`src/rtl/i2c_seq_pkg.sv`:
```
package i2c_seq_pkg;

  typedef enum logic [2:0] {
    RES_OK       = 3'd0,
    RES_RETRY    = 3'd1,
    RES_DATA_NAK = 3'd2,
    RES_BUS_ERR  = 3'd3,
    RES_TIMEOUT  = 3'd4
  } res_e;

  typedef enum logic [2:0] {
    S_IDLE,
    S_ADDR,
    S_DATA,
    S_WAIT,
    S_RDOUT,
    S_NEXT
  } st_e;

  typedef struct packed {
    logic       start;
    logic       stop;
    logic       nak;
    logic       rx;
    logic [7:0] bval;
  } cmd_t;

endpackage

```
`src/rtl/i2c_seq_cmd.sv`:
```
module i2c_seq_cmd
  import i2c_seq_pkg::*;
(
  input  logic       is_addr,
  input  logic [6:0] addr,
  input  logic       addr_rd,
  input  logic       rx,
  input  logic [7:0] wbyte,
  input  logic       fin_byte,
  output cmd_t       cmd
);
  // Address byte: START only. Data byte: STOP on the final byte of the
  // final segment, NAK added when that final byte is received.
  always_comb begin
    if (is_addr) begin
      cmd = '{start: 1'b1, stop: 1'b0, nak: 1'b0, rx: 1'b0, bval: {addr, addr_rd}};
    end else if (rx) begin
      cmd = '{start: 1'b0, stop: fin_byte, nak: fin_byte, rx: 1'b1, bval: 8'h00};
    end else begin
      cmd = '{start: 1'b0, stop: fin_byte, nak: 1'b0, rx: 1'b0, bval: wbyte};
    end
  end
endmodule

```
`src/rtl/i2c_seq_wd.sv`:
```
module i2c_seq_wd #(
  parameter int WD_W = 16
)(
  input  logic            clk,
  input  logic            rst_n,
  input  logic            run,
  input  logic            kick,
  input  logic [WD_W-1:0] limit,
  output logic            expire
);
  logic [WD_W-1:0] cnt;

  // Fires in the limit-th consecutive waiting cycle without an event.
  assign expire = run && !kick && (cnt == limit - WD_W'(1));

  always_ff @(posedge clk) begin
    if (!rst_n) begin
      cnt <= '0;
    end else if (!run || kick || expire) begin
      cnt <= '0;
    end else begin
      cnt <= cnt + WD_W'(1);
    end
  end
endmodule

```
`src/rtl/i2c_txn_seq.sv`:
```
module i2c_txn_seq
  import i2c_seq_pkg::*;
#(
  parameter int SEG_W = 3,
  parameter int LEN_W = 8,
  parameter int WD_W  = 16,
  localparam int CNT_W = SEG_W + 1
)(
  input  logic             clk,
  input  logic             rst_n,
  input  logic             launch,
  input  logic [CNT_W-1:0] seg_count,
  output logic [SEG_W-1:0] seg_sel,
  input  logic [6:0]       desc_addr,
  input  logic             desc_rd,
  input  logic [LEN_W-1:0] desc_len,
  input  logic             desc_nors,
  input  logic             wr_valid,
  input  logic [7:0]       wr_data,
  output logic             wr_ready,
  output logic             rd_valid,
  output logic [7:0]       rd_data,
  input  logic             rd_ready,
  output logic             cmd_valid,
  input  logic             cmd_ready,
  output logic [7:0]       cmd_byte,
  output logic             cmd_start,
  output logic             cmd_stop,
  output logic             cmd_nak,
  output logic             cmd_rx,
  input  logic             ev_valid,
  input  logic             ev_nak,
  input  logic             ev_berr,
  input  logic             ev_arb,
  input  logic [7:0]       ev_data,
  input  logic [WD_W-1:0]  wd_limit,
  output logic             busy,
  output logic             done,
  output logic [2:0]       result,
  output logic [CNT_W-1:0] seg_done,
  output logic             eng_reset
);
  st_e              st;
  logic [SEG_W-1:0] seg;
  logic [LEN_W-1:0] ptr;
  logic             cur_rx;
  logic             in_addr;
  logic [7:0]       rd_q;
  logic             done_q, rst_q;
  res_e             res_q;
  logic [CNT_W-1:0] cnt_q;

  logic last_seg, last_byte, seg_empty, skip_addr;
  logic fire, ev_take, wd_exp;
  cmd_t cmd_w;

  assign last_seg  = ({1'b0, seg} == seg_count - CNT_W'(1));
  assign last_byte = (ptr == desc_len - LEN_W'(1));
  assign seg_empty = (ptr == desc_len);
  assign skip_addr = (seg != '0) && desc_nors;

  i2c_seq_cmd u_cmd (
    .is_addr  (st == S_ADDR),
    .addr     (desc_addr),
    .addr_rd  (desc_rd),
    .rx       (cur_rx),
    .wbyte    (wr_data),
    .fin_byte (last_byte && last_seg),
    .cmd      (cmd_w)
  );

  assign cmd_valid = ((st == S_ADDR) && !skip_addr) ||
                     ((st == S_DATA) && !seg_empty && (cur_rx || wr_valid));
  assign wr_ready  = (st == S_DATA) && !seg_empty && !cur_rx && cmd_ready;
  assign fire      = cmd_valid && cmd_ready;
  assign ev_take   = (st == S_WAIT) && ev_valid && !ev_arb;

  i2c_seq_wd #(.WD_W(WD_W)) u_wd (
    .clk    (clk),
    .rst_n  (rst_n),
    .run    (st == S_WAIT),
    .kick   (ev_take),
    .limit  (wd_limit),
    .expire (wd_exp)
  );

  // Completion decision
  logic             fin, fin_rst;
  res_e             fin_code;
  logic [CNT_W-1:0] fin_cnt;

  always_comb begin
    fin      = 1'b0;
    fin_rst  = 1'b0;
    fin_code = RES_OK;
    fin_cnt  = {1'b0, seg};
    if (st == S_WAIT) begin
      if (wd_exp) begin
        fin      = 1'b1;
        fin_code = RES_TIMEOUT;
      end else if (ev_take && ev_berr) begin
        fin = 1'b1;
        if (!ev_nak)                        fin_code = RES_BUS_ERR;
        else if (ptr == '0 && seg == '0)    fin_code = RES_RETRY;
        else                                fin_code = RES_DATA_NAK;
      end else if (ev_take && in_addr && desc_len == '0 && last_seg) begin
        fin     = 1'b1;
        fin_rst = 1'b1;
        fin_cnt = seg_count;
      end
    end else if (st == S_NEXT && last_seg) begin
      fin     = 1'b1;
      fin_cnt = seg_count;
    end
  end

  always_ff @(posedge clk) begin
    if (!rst_n) begin
      st      <= S_IDLE;
      seg     <= '0;
      ptr     <= '0;
      cur_rx  <= 1'b0;
      in_addr <= 1'b0;
      rd_q    <= '0;
      done_q  <= 1'b0;
      rst_q   <= 1'b0;
      res_q   <= RES_OK;
      cnt_q   <= '0;
    end else begin
      done_q <= 1'b0;
      rst_q  <= 1'b0;
      if (fin) begin
        done_q <= 1'b1;
        rst_q  <= fin_rst;
        res_q  <= fin_code;
        cnt_q  <= fin_cnt;
        st     <= S_IDLE;
      end else begin
        case (st)
          S_IDLE: if (launch) begin
            seg <= '0;
            ptr <= '0;
            st  <= S_ADDR;
          end
          S_ADDR: begin
            if (skip_addr) begin
              st <= S_DATA;
            end else if (fire) begin
              cur_rx  <= desc_rd;
              in_addr <= 1'b1;
              st      <= S_WAIT;
            end
          end
          S_DATA: begin
            if (seg_empty) begin
              st <= S_NEXT;
            end else if (fire) begin
              ptr     <= ptr + LEN_W'(1);
              in_addr <= 1'b0;
              st      <= S_WAIT;
            end
          end
          S_WAIT: if (ev_take) begin
            if (!in_addr && cur_rx) begin
              rd_q <= ev_data;
              st   <= S_RDOUT;
            end else begin
              st <= S_DATA;
            end
          end
          S_RDOUT: if (rd_ready) st <= S_DATA;
          S_NEXT: begin
            seg <= seg + SEG_W'(1);
            ptr <= '0;
            st  <= S_ADDR;
          end
          default: st <= S_IDLE;
        endcase
      end
    end
  end

  assign seg_sel   = seg;
  assign cmd_byte  = cmd_w.bval;
  assign cmd_start = cmd_w.start;
  assign cmd_stop  = cmd_w.stop;
  assign cmd_nak   = cmd_w.nak;
  assign cmd_rx    = cmd_w.rx;
  assign rd_valid  = (st == S_RDOUT);
  assign rd_data   = rd_q;
  assign busy      = (st != S_IDLE);
  assign done      = done_q;
  assign eng_reset = rst_q;
  assign result    = res_q;
  assign seg_done  = cnt_q;
endmodule

```
`config.mk`:
```
export PLATFORM = sky130hd
export DESIGN_NAME = i2c_txn_seq
export DESIGN_NICKNAME = d
export VERILOG_FILES = /design/src/rtl/i2c_seq_pkg.sv /design/src/rtl/i2c_seq_cmd.sv /design/src/rtl/i2c_seq_wd.sv /design/src/rtl/i2c_txn_seq.sv
export SDC_FILE = /design/constraint.sdc
export NUM_CORES = 1
export LEC_CHECK = 0
export BUFFER_PORTS_ARGS = -buffer_cell sky130_fd_sc_hd__buf_2
export CAP_MARGIN = 15
export CORE_MARGIN = 3
export CORE_UTILIZATION = 55
export CTS_CLUSTER_SIZE = 40
export DETAILED_ROUTE_END_ITERATION = 6
export PLACE_DENSITY = 0.92
export SLEW_MARGIN = 30
export SYNTH_ARGS = -nofsm -noshare
export SYNTH_HDL_FRONTEND = slang
export SYNTH_SLANG_ARGS = --single-unit
```
`constraint.sdc`:
```
create_clock -name clk -period 8.3 [get_ports clk]
set_input_delay 1.66 -clock clk [delete_from_list [all_inputs] [get_ports clk]]
set_output_delay 1.66 -clock clk [all_outputs]
set_load 0.01 [all_outputs]
```
==> summary.txt <==
Clocking
  • Clock sinks: 49
  • Hold_buf cts: 0
  • CTS tree: yes
  • Depth of the CTS H-tree: 2
  • PostCTS Resize Cnt: 0
  • Root Buffer: clkbuf_8
  • Max clock buf depth: 2
  • Clock latency on the worst-skew pair: 310 ps
  • CTS buffer count: 5
  • Clock Pin Slew Worst Setup and Hold Paths: 100 ps
  • Setup Fix Bufs, Post-CTS: 0

Finish
  • Layout cells sized above 1: 23.3%
  • Total Nets Final: 591
  • Fin cells: 592
  • Fillers: 457
  • Ant. Diodes: 0
  • Area Overhead vs Synth: 19.1%
  • Most common cell after layout, fill and taps aside: buf_2
  • Most frequent cells in the layout: 98 x buf_2, 49 x dfxtp_1, 42 x nor2_1

GRT
  • GR Util All Layers: 24.0%
  • GRT Residual Overflow: 0
  • First-pass GRT wire length: 14.5 mm
  • Largest net degree at the start of global routing: 34
  • Initial antenna violation count: 0
  • Vias in the first global route: 3317

Detailed routing
  • Final WL: 8.79 mm
  • Avg WL per Cell: 14.8 um
  • First drt pass iteration count: 5
  • Vias: 3450
  • Vias/cell: 5.83
  • 1st-iter DRT viols: 249
  • Post-route ant nets: 0
  • DRC: 0

Placed design
  • Dpl cells: 584
  • Port Buffer Count: 98
  • RePlAce Congestion: 1.01
  • DP HPWL: 6.86 mm

STA
  • Unrepaired setup endpoints after global routing: false
  • Slew @ Worst Pin: 773 ps
  • Slew margin rel.: 47.9%
  • Clock skew: 20.3 ps
  • Final period util: 60.9%
  • Final max-slew violation count: 0
  • Fin crit period: 5060 ps
  • Setup-failing EPs final: 0
  • Fin Setup TNS: 0 ps
  • Max Freq: 0.198 GHz
  • Final hold vios: 0
  • WHS: 485 ps

Yosys
  • Synth Cell Area: 3390 um^2
  • Post-synth EDFFs: 0
  • FF+latch count, synth: 49
  • Most common flop cell mapped by yosys: dfxtp_1
  • Syn avg cell area: 7.93 um^2
  • Synth async-reset ratio: 0%
  • Seq/Total Area, Yosys: 29.0%
  • Unique masters post-synth: 53
  • Yosys warnings: 0
  • Synthesized netlist net count: 499
  • Post-Syn Instances: 427

Die
  • Num rows: 27
  • Die Y: 84.5 um
  • Core area: 5740 um^2
  • I/O Pins: 99
  • DIE AREA: 7130 um^2
  • Die width: 84.5 um
  • Initial Utilization: 59.0%

Worst setup path
  • Crit path kind: primary input to output port
  • Worst EP arrival: 3400 ps
  • Element type at the critical path end: output port
  • Crit path launch type: primary input
  • CP required: 6640 ps
  • R2R Setup Slk: 5400 ps
  • Critical Path Fanout Max: 5

Pwr
  • Power per cell area: 127 nW/um^2
  • Leakage: 1.69 nW
  • Peak VDD IR: 0.0000914 V

Flow run
  • MaxCap Viol Count: 0

Worst hold path
  • Worst Hold Class: flip-flop to flip-flop

Status
  • Outcome: complete, no violations
[through the flow]
stage	util, %	setup slack, ps	power, mW	instance area [um^2]
after detailed placement	68.2	3330	0.345	3920
after floorplan	-	3470	0.305	3390
after CTS	70.1	3280	0.511	4030
after global routing	70.2	3050	0.533	4030
final	70.2	3240	0.514	4030
after global placement	68.0	3400	0.341	3910
[power breakdown]
group,switching (mW),internal [mW]
Combinational,0.0560,0.0433
Sequential,0.00544,0.237
Clock,0.0816,0.0905
Total,0.143,0.371
[area by class of cell]
class / instances / area, um^2 / area share (%)
sequential: 49 / 981 / 24.3
clock inverter: 2 / 38.8 / 0.962
multi-input combinational: 345 / 2280 / 56.6
tap: 72 / 90.1 / 2.23
clock buffer: 6 / 72.6 / 1.80
timing repair buffer: 99 / 498 / 12.3
inverter: 19 / 71.3 / 1.77
[flip-flops by register name (all words and copies together) (netlist names)]
signal	cells
rd_data	8
result	3
eng_reset	1
seg_sel	3
cur_rx	1
seg_done	4
ptr	8
done	1
in_addr	1
u_wd.cnt	16
st	3
[final timing paths]
check / end / depth (start not counted) / from
worst max-delay path: cmd_nak / 9 / seg_count[0]
worst min-delay path: seg_done[3]$_SDFFE_PN0P_ / 2 / seg_done[3]$_SDFFE_PN0P_
worst max register to register: rd_data[1]$_SDFFE_PN0P_ / 8 / st[1]$_SDFFE_PP0P_
worst min register to register: seg_done[3]$_SDFFE_PN0P_ / 2 / seg_done[3]$_SDFFE_PN0P_
[logic make-up after synthesis]
| group | synth area share, % |
|---|---|
| adder cells (fa/ha/maj) | 3.33 |
| XOR/XNOR | 14.2 |
| multiplexers | 4.77 |
| flip-flops | 29.0 |
| AO/OA/AOI/OAI | 12.5 |
| AND/OR/NAND/NOR | 32.1 |
| buffers and inverters | 4.10 |
[routing by layer]
layer | global-route usage, % | share of wire [%]
met1 | 27.0 | 39
met2 | 45.2 | 49
met3 | 5.10 | 9.8
met4 | 7.19 | 2.4
met5 | 0 | 0
[cell usage after synthesis (all sizes together), types with 4 or more instances]
cell	n	area (um^2)
nand2b	16	100
and3	11	68.8
ha	9	113
a21oi	10	50.1
o21ai	20	100
mux2i	15	150
nor3	14	70.1
nor4	11	81.3
nor2	44	168
nand2	32	120
or3	8	50.1
dfxtp	49	981
nor2b	17	106
a211oi	4	30.0
inv	19	71.3
or4	8	63.8
clkbuf	11	41.3
nand3b	5	37.5
nand4	8	50.1
xnor2	36	315
nand3	18	95.1
xor2	19	166
[worst max-delay path, stage by stage]
cell and delay (ps):
buf_2 110, inv_1 60, ha_1 200, xor2_1 180
xnor2_1 130, nand4_1 290, nor4_1 450, and2_1 180
buf_2 120
Power figures use the tool's default switching activity.
